===== config.mk =====
export PLATFORM = sky130hd
export DESIGN_NAME = flash_bus_frontend
export DESIGN_NICKNAME = d
export VERILOG_FILES = /design/src/rtl/flash_fe_pkg.sv /design/src/rtl/flash_fe_sync.sv /design/src/rtl/flash_fe_rst_ctl.sv /design/src/rtl/flash_fe_addr_dec.sv /design/src/rtl/flash_fe_rd_lane.sv /design/src/rtl/flash_bus_frontend.sv
export SDC_FILE = /design/constraint.sdc
export NUM_CORES = 1
export LEC_CHECK = 0
export BUFFER_PORTS_ARGS = -buffer_cell sky130_fd_sc_hd__buf_2
export CAP_MARGIN = 20
export CORE_AREA = 2 2 92 94
export CTS_CLUSTER_DIAMETER = 100
export CTS_CLUSTER_SIZE = 12
export DETAILED_ROUTE_END_ITERATION = 6
export DIE_AREA = 0 0 94 96
export HOLD_SLACK_MARGIN = 0.02
export PLACE_DENSITY = 0.77
export SKIP_CTS_REPAIR_TIMING = 1
export SLEW_MARGIN = 20
export SYNTH_ARGS = -nofsm -noshare
export SYNTH_HDL_FRONTEND = slang
export SYNTH_SLANG_ARGS = --single-unit

===== constraint.sdc =====
create_clock -name clk -period 4.57 [get_ports clk]
set_clock_uncertainty 0.05 [all_clocks]
set_input_delay 0.914 -clock clk [delete_from_list [all_inputs] [get_ports clk]]
set_output_delay 0.914 -clock clk [all_outputs]
set_load 0.02 [all_outputs]

===== src/rtl/flash_fe_pkg.sv =====
package flash_fe_pkg;

   localparam int PIN_CE0  = 0;
   localparam int PIN_CE1  = 1;
   localparam int PIN_OE   = 2;
   localparam int PIN_WE   = 3;
   localparam int PIN_RP   = 4;
   localparam int PIN_BYTE = 5;
   localparam int NPIN     = 6;

   // idle pin levels: strobes/enables high, reset pin low (held in reset), word mode
   localparam logic [NPIN-1:0] PIN_IDLE = 6'b101111;

   typedef enum logic [1:0] {
      DRV_NONE = 2'b00,
      DRV_LOW  = 2'b01,
      DRV_BOTH = 2'b11
   } drv_e;

endpackage


===== src/rtl/flash_fe_sync.sv =====
module flash_fe_sync #(
   parameter int W = 1,
   parameter int STAGES = 2,
   parameter logic [W-1:0] RST_VAL = '0
) (
   input  logic         clk,
   input  logic         arst_n,
   input  logic [W-1:0] d_async,
   output logic [W-1:0] q_sync
);
   if (STAGES < 2) begin : g_bad_stages
      $error("flash_fe_sync: STAGES must be at least 2");
   end
   if (W < 1) begin : g_bad_w
      $error("flash_fe_sync: W must be positive");
   end

   logic [W-1:0] chain [STAGES];

   for (genvar s = 0; s < STAGES; s++) begin : g_stage
      always_ff @(posedge clk or negedge arst_n) begin
         if (!arst_n) begin
            chain[s] <= RST_VAL;
         end else if (s == 0) begin
            chain[s] <= d_async;
         end else begin
            chain[s] <= chain[(s == 0) ? 0 : s-1];
         end
      end
   end

   assign q_sync = chain[STAGES-1];
endmodule


===== src/rtl/flash_fe_rst_ctl.sv =====
module flash_fe_rst_ctl #(
   parameter int REC_CYC = 16
) (
   input  logic clk,
   input  logic arst_n,
   input  logic rp_s,
   output logic core_rst,
   output logic rdy
);
   if (REC_CYC < 0) begin : g_bad_rec
      $error("flash_fe_rst_ctl: REC_CYC must not be negative");
   end

   always_ff @(posedge clk or negedge arst_n) begin
      if (!arst_n) core_rst <= 1'b1;
      else         core_rst <= ~rp_s;
   end

   if (REC_CYC == 0) begin : g_no_wait
      always_ff @(posedge clk or negedge arst_n) begin
         if (!arst_n) rdy <= 1'b0;
         else         rdy <= rp_s;
      end
   end else begin : g_wait
      localparam int CW = $clog2(REC_CYC + 1) + 1;
      localparam logic [CW-1:0] LIM = CW'(REC_CYC);
      logic [CW-1:0] cnt;

      always_ff @(posedge clk or negedge arst_n) begin
         if (!arst_n) begin
            cnt <= '0;
            rdy <= 1'b0;
         end else if (!rp_s) begin
            cnt <= '0;
            rdy <= 1'b0;
         end else begin
            if (cnt != LIM) cnt <= cnt + 1'b1;
            rdy <= (cnt == LIM);
         end
      end
   end
endmodule


===== src/rtl/flash_fe_addr_dec.sv =====
module flash_fe_addr_dec #(
   parameter int ADDR_W = 21,
   parameter int BLK_W = 5,
   parameter int ROW_W = 10,
   parameter int COL_W = 5
) (
   input  logic [ADDR_W-1:0] addr,
   input  logic              byte_mode,
   output logic [BLK_W-1:0]  blk,
   output logic [ROW_W-1:0]  row,
   output logic [COL_W-1:0]  col,
   output logic              hi_byte
);
   localparam int COL_LSB = 1;
   localparam int ROW_LSB = COL_LSB + COL_W;
   localparam int BLK_LSB = ROW_LSB + ROW_W;

   if (ADDR_W != BLK_LSB + BLK_W) begin : g_bad_split
      $error("flash_fe_addr_dec: ADDR_W must equal 1 + COL_W + ROW_W + BLK_W");
   end

   always_comb begin
      blk     = addr[BLK_LSB +: BLK_W];
      row     = addr[ROW_LSB +: ROW_W];
      col     = addr[COL_LSB +: COL_W];
      hi_byte = byte_mode & addr[0];
   end
endmodule


===== src/rtl/flash_fe_rd_lane.sv =====
module flash_fe_rd_lane
   import flash_fe_pkg::*;
#(
   parameter int DATA_W = 16
) (
   input  logic              clk,
   input  logic              arst_n,
   input  logic              rd_en,
   input  logic              byte_mode,
   input  logic              a0,
   input  logic              stat_mode,
   input  logic [DATA_W-1:0] arr_rdata,
   input  logic [DATA_W/2-1:0] stat_rdata,
   output logic [DATA_W-1:0] dq_out,
   output logic [1:0]        dq_drv
);
   localparam int LANE = DATA_W / 2;

   if (DATA_W < 2 || (DATA_W % 2) != 0) begin : g_bad_w
      $error("flash_fe_rd_lane: DATA_W must be even");
   end

   logic [DATA_W-1:0] nxt_data;
   drv_e              nxt_drv;

   always_comb begin
      nxt_data = arr_rdata;
      nxt_drv  = DRV_BOTH;
      if (stat_mode) begin
         nxt_data = {{LANE{1'b0}}, stat_rdata};
         nxt_drv  = DRV_LOW;
      end else if (byte_mode) begin
         nxt_data = {{LANE{1'b0}}, (a0 ? arr_rdata[DATA_W-1:LANE] : arr_rdata[LANE-1:0])};
         nxt_drv  = DRV_LOW;
      end
      if (!rd_en) begin
         nxt_drv = DRV_NONE;
      end
   end

   always_ff @(posedge clk or negedge arst_n) begin
      if (!arst_n) begin
         dq_out <= '0;
         dq_drv <= DRV_NONE;
      end else begin
         dq_out <= nxt_data;
         dq_drv <= nxt_drv;
      end
   end
endmodule


===== src/rtl/flash_bus_frontend.sv =====
module flash_bus_frontend
   import flash_fe_pkg::*;
#(
   parameter int ADDR_W = 21,
   parameter int DATA_W = 16,
   parameter int BLK_W = 5,
   parameter int ROW_W = 10,
   parameter int COL_W = 5,
   parameter int SYNC_STAGES = 2,
   parameter int REC_CYC = 16
) (
   input  logic                clk,
   input  logic                arst_n,
   input  logic                ce0_n,
   input  logic                ce1_n,
   input  logic                oe_n,
   input  logic                we_n,
   input  logic                rp_n,
   input  logic                byte_n,
   input  logic [ADDR_W-1:0]   addr,
   input  logic [DATA_W-1:0]   dq_in,
   input  logic [DATA_W-1:0]   arr_rdata,
   input  logic                stat_mode,
   input  logic [DATA_W/2-1:0] stat_rdata,
   output logic                dev_sel,
   output logic [1:0]          dq_drv,
   output logic [DATA_W-1:0]   dq_out,
   output logic                wr_evt,
   output logic [BLK_W-1:0]    wr_blk,
   output logic [ROW_W-1:0]    wr_row,
   output logic [COL_W-1:0]    wr_col,
   output logic                wr_hi_byte,
   output logic                wr_byte_mode,
   output logic [DATA_W-1:0]   wr_data,
   output logic                pb_evt,
   output logic [ROW_W-1:0]    pb_row,
   output logic [COL_W-1:0]    pb_col,
   output logic                pb_hi_byte,
   output logic                core_rst,
   output logic                if_ready
);
   // synchronize all control pins
   logic [NPIN-1:0] pin_raw, pin_s;
   assign pin_raw = {byte_n, rp_n, we_n, oe_n, ce1_n, ce0_n};

   flash_fe_sync #(.W(NPIN), .STAGES(SYNC_STAGES), .RST_VAL(PIN_IDLE)) u_sync (
      .clk    (clk),
      .arst_n (arst_n),
      .d_async(pin_raw),
      .q_sync (pin_s)
   );

   logic ce0_s, ce1_s, oe_s, we_s, rp_s, byte_mode;
   assign ce0_s     = pin_s[PIN_CE0];
   assign ce1_s     = pin_s[PIN_CE1];
   assign oe_s      = pin_s[PIN_OE];
   assign we_s      = pin_s[PIN_WE];
   assign rp_s      = pin_s[PIN_RP];
   assign byte_mode = ~pin_s[PIN_BYTE];

   // reset pin and recovery window
   logic rdy;
   flash_fe_rst_ctl #(.REC_CYC(REC_CYC)) u_rst (
      .clk     (clk),
      .arst_n  (arst_n),
      .rp_s    (rp_s),
      .core_rst(core_rst),
      .rdy     (rdy)
   );
   assign if_ready = rdy;

   // selection and priority: enables gate everything, output enable blocks writes
   logic sel_s, acc, wr_ok, rd_ok;
   assign sel_s = ~ce0_s & ~ce1_s;
   assign acc   = sel_s & rdy & rp_s;
   assign rd_ok = acc & ~oe_s;
   assign wr_ok = acc & oe_s;

   // write strobe edges
   logic we_d, we_rise, we_fall;
   always_ff @(posedge clk or negedge arst_n) begin
      if (!arst_n) we_d <= 1'b1;
      else         we_d <= we_s;
   end
   assign we_rise = we_s & ~we_d;
   assign we_fall = ~we_s & we_d;

   // address decode
   logic [BLK_W-1:0] dec_blk;
   logic [ROW_W-1:0] dec_row;
   logic [COL_W-1:0] dec_col;
   logic             dec_hi;

   flash_fe_addr_dec #(.ADDR_W(ADDR_W), .BLK_W(BLK_W), .ROW_W(ROW_W), .COL_W(COL_W)) u_dec (
      .addr     (addr),
      .byte_mode(byte_mode),
      .blk      (dec_blk),
      .row      (dec_row),
      .col      (dec_col),
      .hi_byte  (dec_hi)
   );

   logic wr_fire, pb_fire;
   assign wr_fire = we_rise & wr_ok;
   assign pb_fire = we_fall & wr_ok;

   // write event on rising strobe
   always_ff @(posedge clk or negedge arst_n) begin
      if (!arst_n) begin
         wr_evt       <= 1'b0;
         wr_blk       <= '0;
         wr_row       <= '0;
         wr_col       <= '0;
         wr_hi_byte   <= 1'b0;
         wr_byte_mode <= 1'b0;
         wr_data      <= '0;
      end else begin
         wr_evt <= wr_fire;
         if (wr_fire) begin
            wr_blk       <= dec_blk;
            wr_row       <= dec_row;
            wr_col       <= dec_col;
            wr_hi_byte   <= dec_hi;
            wr_byte_mode <= byte_mode;
            wr_data      <= dq_in;
         end
      end
   end

   // page-buffer address event on falling strobe
   always_ff @(posedge clk or negedge arst_n) begin
      if (!arst_n) begin
         pb_evt     <= 1'b0;
         pb_row     <= '0;
         pb_col     <= '0;
         pb_hi_byte <= 1'b0;
      end else begin
         pb_evt <= pb_fire;
         if (pb_fire) begin
            pb_row     <= dec_row;
            pb_col     <= dec_col;
            pb_hi_byte <= dec_hi;
         end
      end
   end

   always_ff @(posedge clk or negedge arst_n) begin
      if (!arst_n) dev_sel <= 1'b0;
      else         dev_sel <= acc;
   end

   // read path
   flash_fe_rd_lane #(.DATA_W(DATA_W)) u_rd (
      .clk       (clk),
      .arst_n    (arst_n),
      .rd_en     (rd_ok),
      .byte_mode (byte_mode),
      .a0        (addr[0]),
      .stat_mode (stat_mode),
      .arr_rdata (arr_rdata),
      .stat_rdata(stat_rdata),
      .dq_out    (dq_out),
      .dq_drv    (dq_drv)
   );
endmodule


Word level (Yosys, flattened, before mapping)

Cells that the tools add are included.

Input bits: 70
Output and inout bits: 77
Register bits after elaboration: 96

Equal/unequal tests: 3
Bitwise logic cells: 17
Add/sub/neg operators: 1
Mux-type cells: 9

Operators by type and width:

| kind                                                                  | count |
|---|---|
| 16-bit 2-to-1 mux                                                     | 2 |
| 6-bit 2-to-1 mux                                                      | 2 |
| 1-bit AND                                                             | 10 |
| 8-bit 2-to-1 mux                                                      | 1 |
| 1-bit NOT                                                             | 7 |
| 6-bit by 1-bit adder with 6-bit output, second input constant         | 1 |
| 6-bit by 5-bit equality test with 1-bit output, second input constant | 1 |
| 2-bit 2-to-1 mux                                                      | 3 |
| 6-bit by 5-bit != test with 1-bit output, second input constant       | 1 |
| 2-bit by 1-bit != test with 1-bit output, second input constant       | 1 |
| 1-bit 2-to-1 mux                                                      | 1 |

Depth between registers and ports, before layout

Gate-level depths: netlist of run 1.

Depth after elaboration: 6
Mapped depth: 5
Gate-level depth less buffers: 5

Modules after synthesis

Synthesis of run 1 repeated with hierarchy kept, for this count alone.

Cells, all modules: 264
Area, all modules: 3865.0 µm²

Modules (own cells, without submodules):

| module             | area an instance (µm²) | sequential area each (µm²) | cells an instance | instances |
|---|---|---|---|---|
| flash_bus_frontend | 2204.6                 | 1452.6                     | 124               | 1 |
| flash_fe_rd_lane   | 778.2                  | 450.4                      | 66                | 1 |
| flash_fe_rst_ctl   | 367.9                  | 201.4                      | 35                | 1 |
| flash_fe_sync      | 357.8                  | 312.8                      | 18                | 1 |
| flash_fe_addr_dec  | 156.4                  | 0.0                        | 21                | 1 |

Worst setup path after synthesis of run 1

Ideal clock, no wire load.

Path kind: input port to flip-flop
From: input port addr[0]
To: register u_rd.dq_out[6]
Arrival time: 1.498 ns
Stages on the path: 4
Path buffers: 1
Slack: 2.886 ns
Data required time: 4.384 ns
Cell sequence: nor2b_1 > buf_2 > mux2i_1 > o21ai_0

Cells in the longest elaborated chain, start to end: 3

Ends and longest elaborated chain:

| item                       | line                     | RTL |
|---|---|---|
| from (decl)                | flash_bus_frontend.sv:20 | `input logic [ADDR_W-1:0] addr,` |
| 8-bit 2-to-1 mux           | flash_fe_rd_lane.sv:33   | `nxt_data = {{LANE{1'b0}}, (a0 ? arr_rdata[DATA_W-1:LANE] : arr_rdata[LANE-1:0])};` |
| 16-bit 2-to-1 mux          | flash_fe_rd_lane.sv:32   | `end else if (byte_mode) begin` |
| 16-bit 2-to-1 mux          | flash_fe_rd_lane.sv:29   | `if (stat_mode) begin` |
| named net u_rd.nxt_data[6] | flash_fe_rd_lane.sv:23   | `logic [DATA_W-1:0] nxt_data;` |
| to (signal assigned)       | flash_fe_rd_lane.sv:46   | `dq_out <= nxt_data;` |
| to (decl)                  | flash_fe_rd_lane.sv:14   | `output logic [DATA_W-1:0] dq_out,` |

The timed path passes the listed nets, and every way through them passes these cells.
A chain may end at the register's enable or synchronous reset.

Final worst setup path of run 1

From: register u_rst.core_rst
To: output port core_rst

RTL lines:

| item                   | line                     | RTL |
|---|---|---|
| from (decl)            | flash_fe_rst_ctl.sv:7    | `output logic core_rst,` |
| from (signal assigned) | flash_fe_rst_ctl.sv:16   | `else core_rst <= ~rp_s;` |
| to (decl)              | flash_bus_frontend.sv:39 | `output logic core_rst,` |

No word-level cell between the ends.

==> results of run 1 <==
-- stage by stage --
stage / util / hold slack (ps) / std cells / setup slack, ps / cell area (sq um)
CTS: 0.566 / 300 / 488 / 2320 / 4560
finish: 0.569 / 301 / 489 / 2590 / 4580
global placement: 0.541 / 286 / 472 / 2290 / 4360
floorplan: - / 281 / 227 / 2890 / 3540
global route: 0.569 / 310 / 489 / 2490 / 4580
detailed placement: 0.541 / 297 / 472 / 2230 / 4360
-- layout by cell type (no fill, tap or decap), drive strengths merged, types with 3 or more instances in the layout --
master  instances
nor2            6
buf           148
mux2i           9
nand2          12
nand3b          3
clkinv          3
dfrtp          84
dfstp          12
and2            9
mux2           53
o21ai          10
inv             4
clkbuf         11
-- flip-flops by register name, indices dropped and copies added (netlist names), 2 cells and up --
name              flops
pb_col                5
wr_data              16
wr_col                5
wr_row               10
wr_blk                5
u_rd.dq_out          16
pb_row               10
u_sync.q_sync         6
u_rst.g_wait.cnt      6
u_rd.dq_drv           2
u_sync.chain          6
-- worst paths after layout --
check / from / to / slack [ps] / depth (start not counted)
setup / recovery: u_rst.core_rst / core_rst / 2590 / 1
hold / removal: u_sync.chain[6] / u_sync.q_sync[0] / 300 / 0
setup reg to reg: u_sync.q_sync[4] / wr_row[4] / 2600 / 4
hold reg to reg: u_sync.chain[6] / u_sync.q_sync[0] / 300 / 0
max in group asynchronous: arst_n / u_sync.q_sync[0] / 2940 / 2
min in group asynchronous: arst_n / u_rd.dq_out[8] / 590 / 1
-- power by group through the flow --
stage / Combinational [mW] / Sequential (mW) / Clock (mW)
floorplan: 0.0206 / 0.906 / 0
global placement: 0.0923 / 0.894 / 0
detailed placement: 0.0957 / 0.895 / 0
CTS: 0.0959 / 0.878 / 0.556
global route: 0.105 / 0.881 / 0.594
finish: 0.0932 / 0.878 / 0.532
-- cells by family (layout without fill, tap and decap cells) --
group	count (synthesis)	after routing	share of synthesized area
AOI/OAI and AO/OA	13	13	0.0198
xor gates and xnor gates	2	2	0.00495
adders and majority gates	2	2	0.00706
buffers and inverters	11	168	0.0215
DFF	96	96	0.682
muxes	62	62	0.194
and+or+nand+nor	41	41	0.0703
-- per-layer routing --
| layer | share of wire | up-vias | track usage |
|---|---|---|---|
| li1 | - | 1088 | - |
| met1 | 0.42 | 1137 | 0.190 |
| met2 | 0.50 | 94 | 0.261 |
| met3 | 0.067 | 11 | 0.0352 |
| met4 | 0.012 | 0 | 0.0568 |
| met5 | 0 | - | 0 |
-- layout make-up --
class                           count  area share
Clock buffer                       11      0.0308
Clock inverter                      5      0.0123
Inverter                            4     0.00328
Multi-Input combinational cell    120       0.230
Sequential cell                    96       0.527
Tap cell                          105      0.0287
Timing Repair Buffer              148       0.168
==> metrics.md, run 1 <==
| Metric | Value |
|---|---|
| Sequential share of power | 0.584 |
| DR pass1 iterations | 5 |
| Final HPWL DP | 5040 um |
| Clock tree buffer depth | 2 |
| Routed len/inst | 13.7 um |
| Multi-input logic area | approximately 1100 sq um |
| Ys async rst share | 1.00 |
| Synth top area cells | dfrtp_1 59%, mux2_2 11%, dfstp_2 8.9% |
| Clock group share of total power | 0.354 |
| DR vias/cell | around 4.8 |
| Sw Ratio | 0.218 |
| GRT Total Usage | 0.152 |
| Minimum clock period | 1980 ps |
| Register area share after synthesis | 0.682 |
| Internal power | between 1 and 1.5 mW |
| Skew-Pair Late Insertion Delay | 340 ps |
| Post-synth top area share | 0.593 |
| TritonCTS Buffers | 9 |
| Ant. Diodes | 0 |
| DRT antenna net count | 0 |
| Maxcap violations | 0 |
| FILL cells | 685 |
| Synth unique cells | 30 |
| Yosys reg bits | 96 |
| Fin crit share | 0.433 |
| Min-delay worst type | reg2reg |
| Final net count | around 450 |
| Starting Density | 0.440 |
| Largest net degree at the start of global routing | 66 |
| Relative slew slack | 0.317 |
| Final setup TNS | 0 ps |
| CP delay by family, top | flip-flops |
| Fmax achieved | about 510 MHz |
| Peak VDD IR | ~160 uV |
| Cell Rows | 33 |
| Outcome | complete, no violations |
| CP endpoint kind | primary output |
| TritonCTS clock tree | yes |
| Worst path cell trace | buf_2 |
| Synth Instances | about 230 |
| CP max-delay cell | dfstp_2 |
| Clock-pin slew on the worst setup and hold paths | 90 ps |
| Mapped Area | about 3500 sq um |
| Vias | around 2300 |
| # clock sinks | between 90 and 100 |
| Net count after synthesis | approximately 300 |
| Combinational power share | 0.062 |
| CTS Root Cell | clkbuf_8 |
| Core area | about 8100 sq um |
| Synth area leader | dfrtp_1 |
| Max-slew violation count | 0 |
| Commonest cells in the synthesized netlist | 84 x dfrtp_1, 34 x mux2_2, 19 x mux2_1, 12 x dfstp_2, 12 x nand2_1 |
| Worst EP required | between 3000 and 4000 ps |
| GPL Wtd Cong | around 0.74 |
| EDFF count, synth | 0 |
| Die Footprint | roughly 9000 sq um |
| Die Span Y | roughly 96 um |
| Worst path max stage delay | approximately 520 ps |
| Worst-Margin Slew | between 1000 and 1500 ps |
| Main synth FF type | dfrtp_1 |
| Avg Inst Size Synth | between 15 and 20 sq um |
| Psw | roughly 0.33 mW |
| Reg area | between 2000 and 2500 sq um |
| DRC | 0 |
| Warnings, synthesis | 0 |
| Critical Path Source Type | flop |
| First-pass GRT wire length | roughly 11000 um |
| Total Wirelength | about 6700 um |
| Chip width | 94 um |
| I/O pins | about 150 |
| GRT overflow | 0 |
| IO buf count | approximately 150 |
| Static Leak | 2.57 nW |
| RSZ-0062 raised after global routing | no |
| Initial antenna violation count | 0 |
| Pwr Density | around 330 nW/um^2 |
| Initial DRC count | 24 |
| Area Growth Syn to Fin | 29.4% |
| Worst endpoint data arrival time | around 1000 ps |
| Setup Viol. Count Final | 0 |
| Power after layout | between 1.5 and 2 mW |
| Crit path buffers/inverters | 1 |
| Share of layout cells above drive strength 1 | 0.552 |
| Vias in the first global route | 2309 |
| Final Hold Vio Count | 0 |
| CP Max Fanout | 1 |
| Most frequent cell after synthesis | dfrtp_1 |
| H-tree depth | 3 |
| Crit path kind | reg2out |
Note: power is estimated with default switching activity, not from simulation.
==> run 2, diff against run 1 <==
--- a/config.mk
+++ b/config.mk
@@ -7,11 +7,11 @@
 export LEC_CHECK = 0
 export BUFFER_PORTS_ARGS = -buffer_cell sky130_fd_sc_hd__buf_2
 export CAP_MARGIN = 20
-export CORE_AREA = 2 2 92 94
+export CORE_AREA = 2 2 94 96
 export CTS_CLUSTER_DIAMETER = 100
 export CTS_CLUSTER_SIZE = 12
 export DETAILED_ROUTE_END_ITERATION = 6
-export DIE_AREA = 0 0 94 96
+export DIE_AREA = 0 0 96 98
 export HOLD_SLACK_MARGIN = 0.02
 export PLACE_DENSITY = 0.77
 export SKIP_CTS_REPAIR_TIMING = 1
==> constraint.sdc (replaced) <==
create_clock -name clk -period 1.7 [get_ports clk]
set_clock_uncertainty 0.05 [all_clocks]
set_input_delay 0.34 -clock clk [delete_from_list [all_inputs] [get_ports clk]]
set_output_delay 0.34 -clock clk [all_outputs]
set_load 0.02 [all_outputs]
==> metrics.md, run 2 (synthesis results as in run 1) <==
| Metric | Value |
|---|---|
| Fin area | 4730 sq um |
| Hold path depth | 3 |
| CP endpoint kind | flop |
| Max-slew violation count | 0 |
| I/O pins | between 100 and 150 |
| Minimum clock period | roughly 1600 ps |
| Inst Count DP | 481 |
| Clock-pin slew on the worst setup and hold paths | approximately 90 ps |
| Vias in the first global route | around 2400 |
| Regs by FF count | u_rd.dq_out x16, wr_data x16 |
| Skew-Pair Late Insertion Delay | about 350 ps |
| # clock sinks | 96 |
| Pwr Density | slightly below 900 nW/um^2 |
| Clock tree buffer depth | 2 |
| Die Footprint | 9410 sq um |
| Wire length on met3 | between 500 and 600 um |
| Setup Viol. Count Final | 0 |
| Met2 routed WL | 3380 um |
| Final Hold Vio Count | 0 |
| RSZ-0062 raised after global routing | no |
| Routed len/inst | 13.8 um |
| Smallest hold slack | about 140 ps |
| Flop-to-flop setup slack | between 100 and 150 ps |
| Worst EP required | between 1500 and 2000 ps |
| Combinational power share | 0.066 |
| Worst path cell trace | nand3b_1 > nor2_4 > buf_12 > mux2_2 |
| DR vias/cell | 4.72 |
| Commonest non-fill, non-tap cells in the layout | 145 x buf_2, 84 x dfrtp_1, 34 x mux2_2, 19 x mux2_1 |
| First-pass GRT wire length | 10900 um |
| Final non-filler cell total | 504 |
| Highest routed layer | met5 |
| Min-delay worst type | in2reg |
| Largest net degree at the start of global routing | just under 100 |
| Fin crit share | 0.929 |
| Reg2Reg Depth | 4 |
| Placed cell areas | 4460 sq um |
| Final setup TNS | 0 ps |
| Clock group share of total power | 0.367 |
| GRT overflow | 0 |
| Share of layout cells above drive strength 1 | 0.548 |
| Area Growth Syn to Fin | 33.7% |
| Vias | 2378 |
| Critical Path Source Type | flop |
| Worst endpoint data arrival time | about 1800 ps |
| Peak VDD IR | around 330 uV |
| Initial antenna violation count | 1 |
| GPL Wtd Cong | around 0.76 |
| Leading cell type in the layout, fill and taps excluded | buf_2 |
| Crit path buffers/inverters | 1 |
| Power after layout | ~4.2 mW |
| Worst-Margin Slew | between 400 and 500 ps |
| Die Span Y | 98 um |
| Static Leak | approximately 2.6 nW |
| IO buf count | around 150 |
| TritonCTS clock tree | yes |
| Crit path kind | reg2reg |
| H-tree depth | 3 |
| Total Wirelength | slightly below 7000 um |
| Outcome | complete, no violations |
| CP delay by family, top | flip-flops |
| R2r endpoint | wr_row[7] |
| DRT antenna net count | 0 |
| Starting Density | 0.418 |
| Cell Rows | 34 |
| TritonCTS Buffers | 9 |
| Hold wc startpoint | stat_rdata[0] |
| Internal power | approximately 3.2 mW |
| DR pass1 iterations | 4 |
| CP max-delay cell | dfstp_2 |
| Final HPWL DP | roughly 5000 um |
| Psw | between 0.9 and 1 mW |
| Sw Ratio | 0.224 |
| Initial DRC count | 92 |
| Core area | 8470 sq um |
| Critical R2R Launch | u_sync.q_sync[2] |
| DRC | 0 |
| Ant. Diodes | 0 |
| Fmax achieved | about 630 MHz |
| Sequential share of power | 0.567 |
| Relative slew slack | 0.670 |
| Chip width | 96 um |
| Hold worst-path end | u_rd.dq_out[0] |
| GRT Total Usage | 0.151 |
| Worst path max stage delay | ~550 ps |
| Final net count | around 460 |
| CTS Root Cell | clkbuf_8 |
| Met1 wire length | around 2900 um |
| CP Max Fanout | 19 |
| Maxcap violations | 0 |
-- run 2: cell count changes in the layout (fill, tap and decap cells not counted) --
cell,previous run,this run
clkbuf_8,10,11
buf_16,1,0
buf_4,2,4
buf_12,0,4
inv_6,0,1
dlygate4sd3_1,0,7
clkinv_2,2,1
clkinvlp_4,1,0
-- run 2: worst min-delay path, stage by stage --
cell and delay [ps]:
buf_2 70, nand2_1 40, o21ai_0 60
-- run 2: worst max-delay path by stage --
| stage | end | slack [ps] | cells after the start | start |
|---|---|---|---|---|
| 4_1_cts | wr_row[7] | 100 | 4 | u_sync.q_sync[2] |
| 5_1_grt | wr_row[7] | 50 | 4 | u_sync.q_sync[2] |
| 6_report | wr_row[7] | 120 | 4 | u_sync.q_sync[2] |
| 2_1_floorplan | wr_data[10] | 110 | 5 | u_rst.rdy |
| 3_3_place_gp | wr_blk[4] | 150 | 4 | u_sync.q_sync[2] |
| 3_5_place_dp | wr_row[7] | 110 | 4 | u_sync.q_sync[2] |
-- run 2: layer usage --
layer  track usage  vias to the layer above
met5             0                        -
met4        0.0626                        2
met3        0.0556                        8
met2         0.251                       93
met1         0.173                     1168
li1              -                     1107
-- run 2: layout make-up --
type	count	area, sq um
flip-flops and latches	96	2420
clock inverters	4	52.6
well taps	108	135
clock buffers	12	155
multi-input cells	120	1050
fillers	731	3730
repair buffers	160	906
inverters	4	15.0
-- run 2: power groups by stage --
stage	Combinational (mW)	Clock [mW]	Sequential, mW
after floorplan	0.0554	0	2.43
after global placement	0.258	0	2.40
after detailed placement	0.267	0	2.41
after CTS	0.268	1.58	2.36
after global routing	0.307	1.68	2.37
final	0.274	1.53	2.36
-- run 2: per-stage QoR --
step	setup WS, ps	util
CTS	97.6	0.551
detailed placement	109	0.526
global route	50.4	0.559
finish	120	0.559
floorplan	113	-
global placement	147	0.526
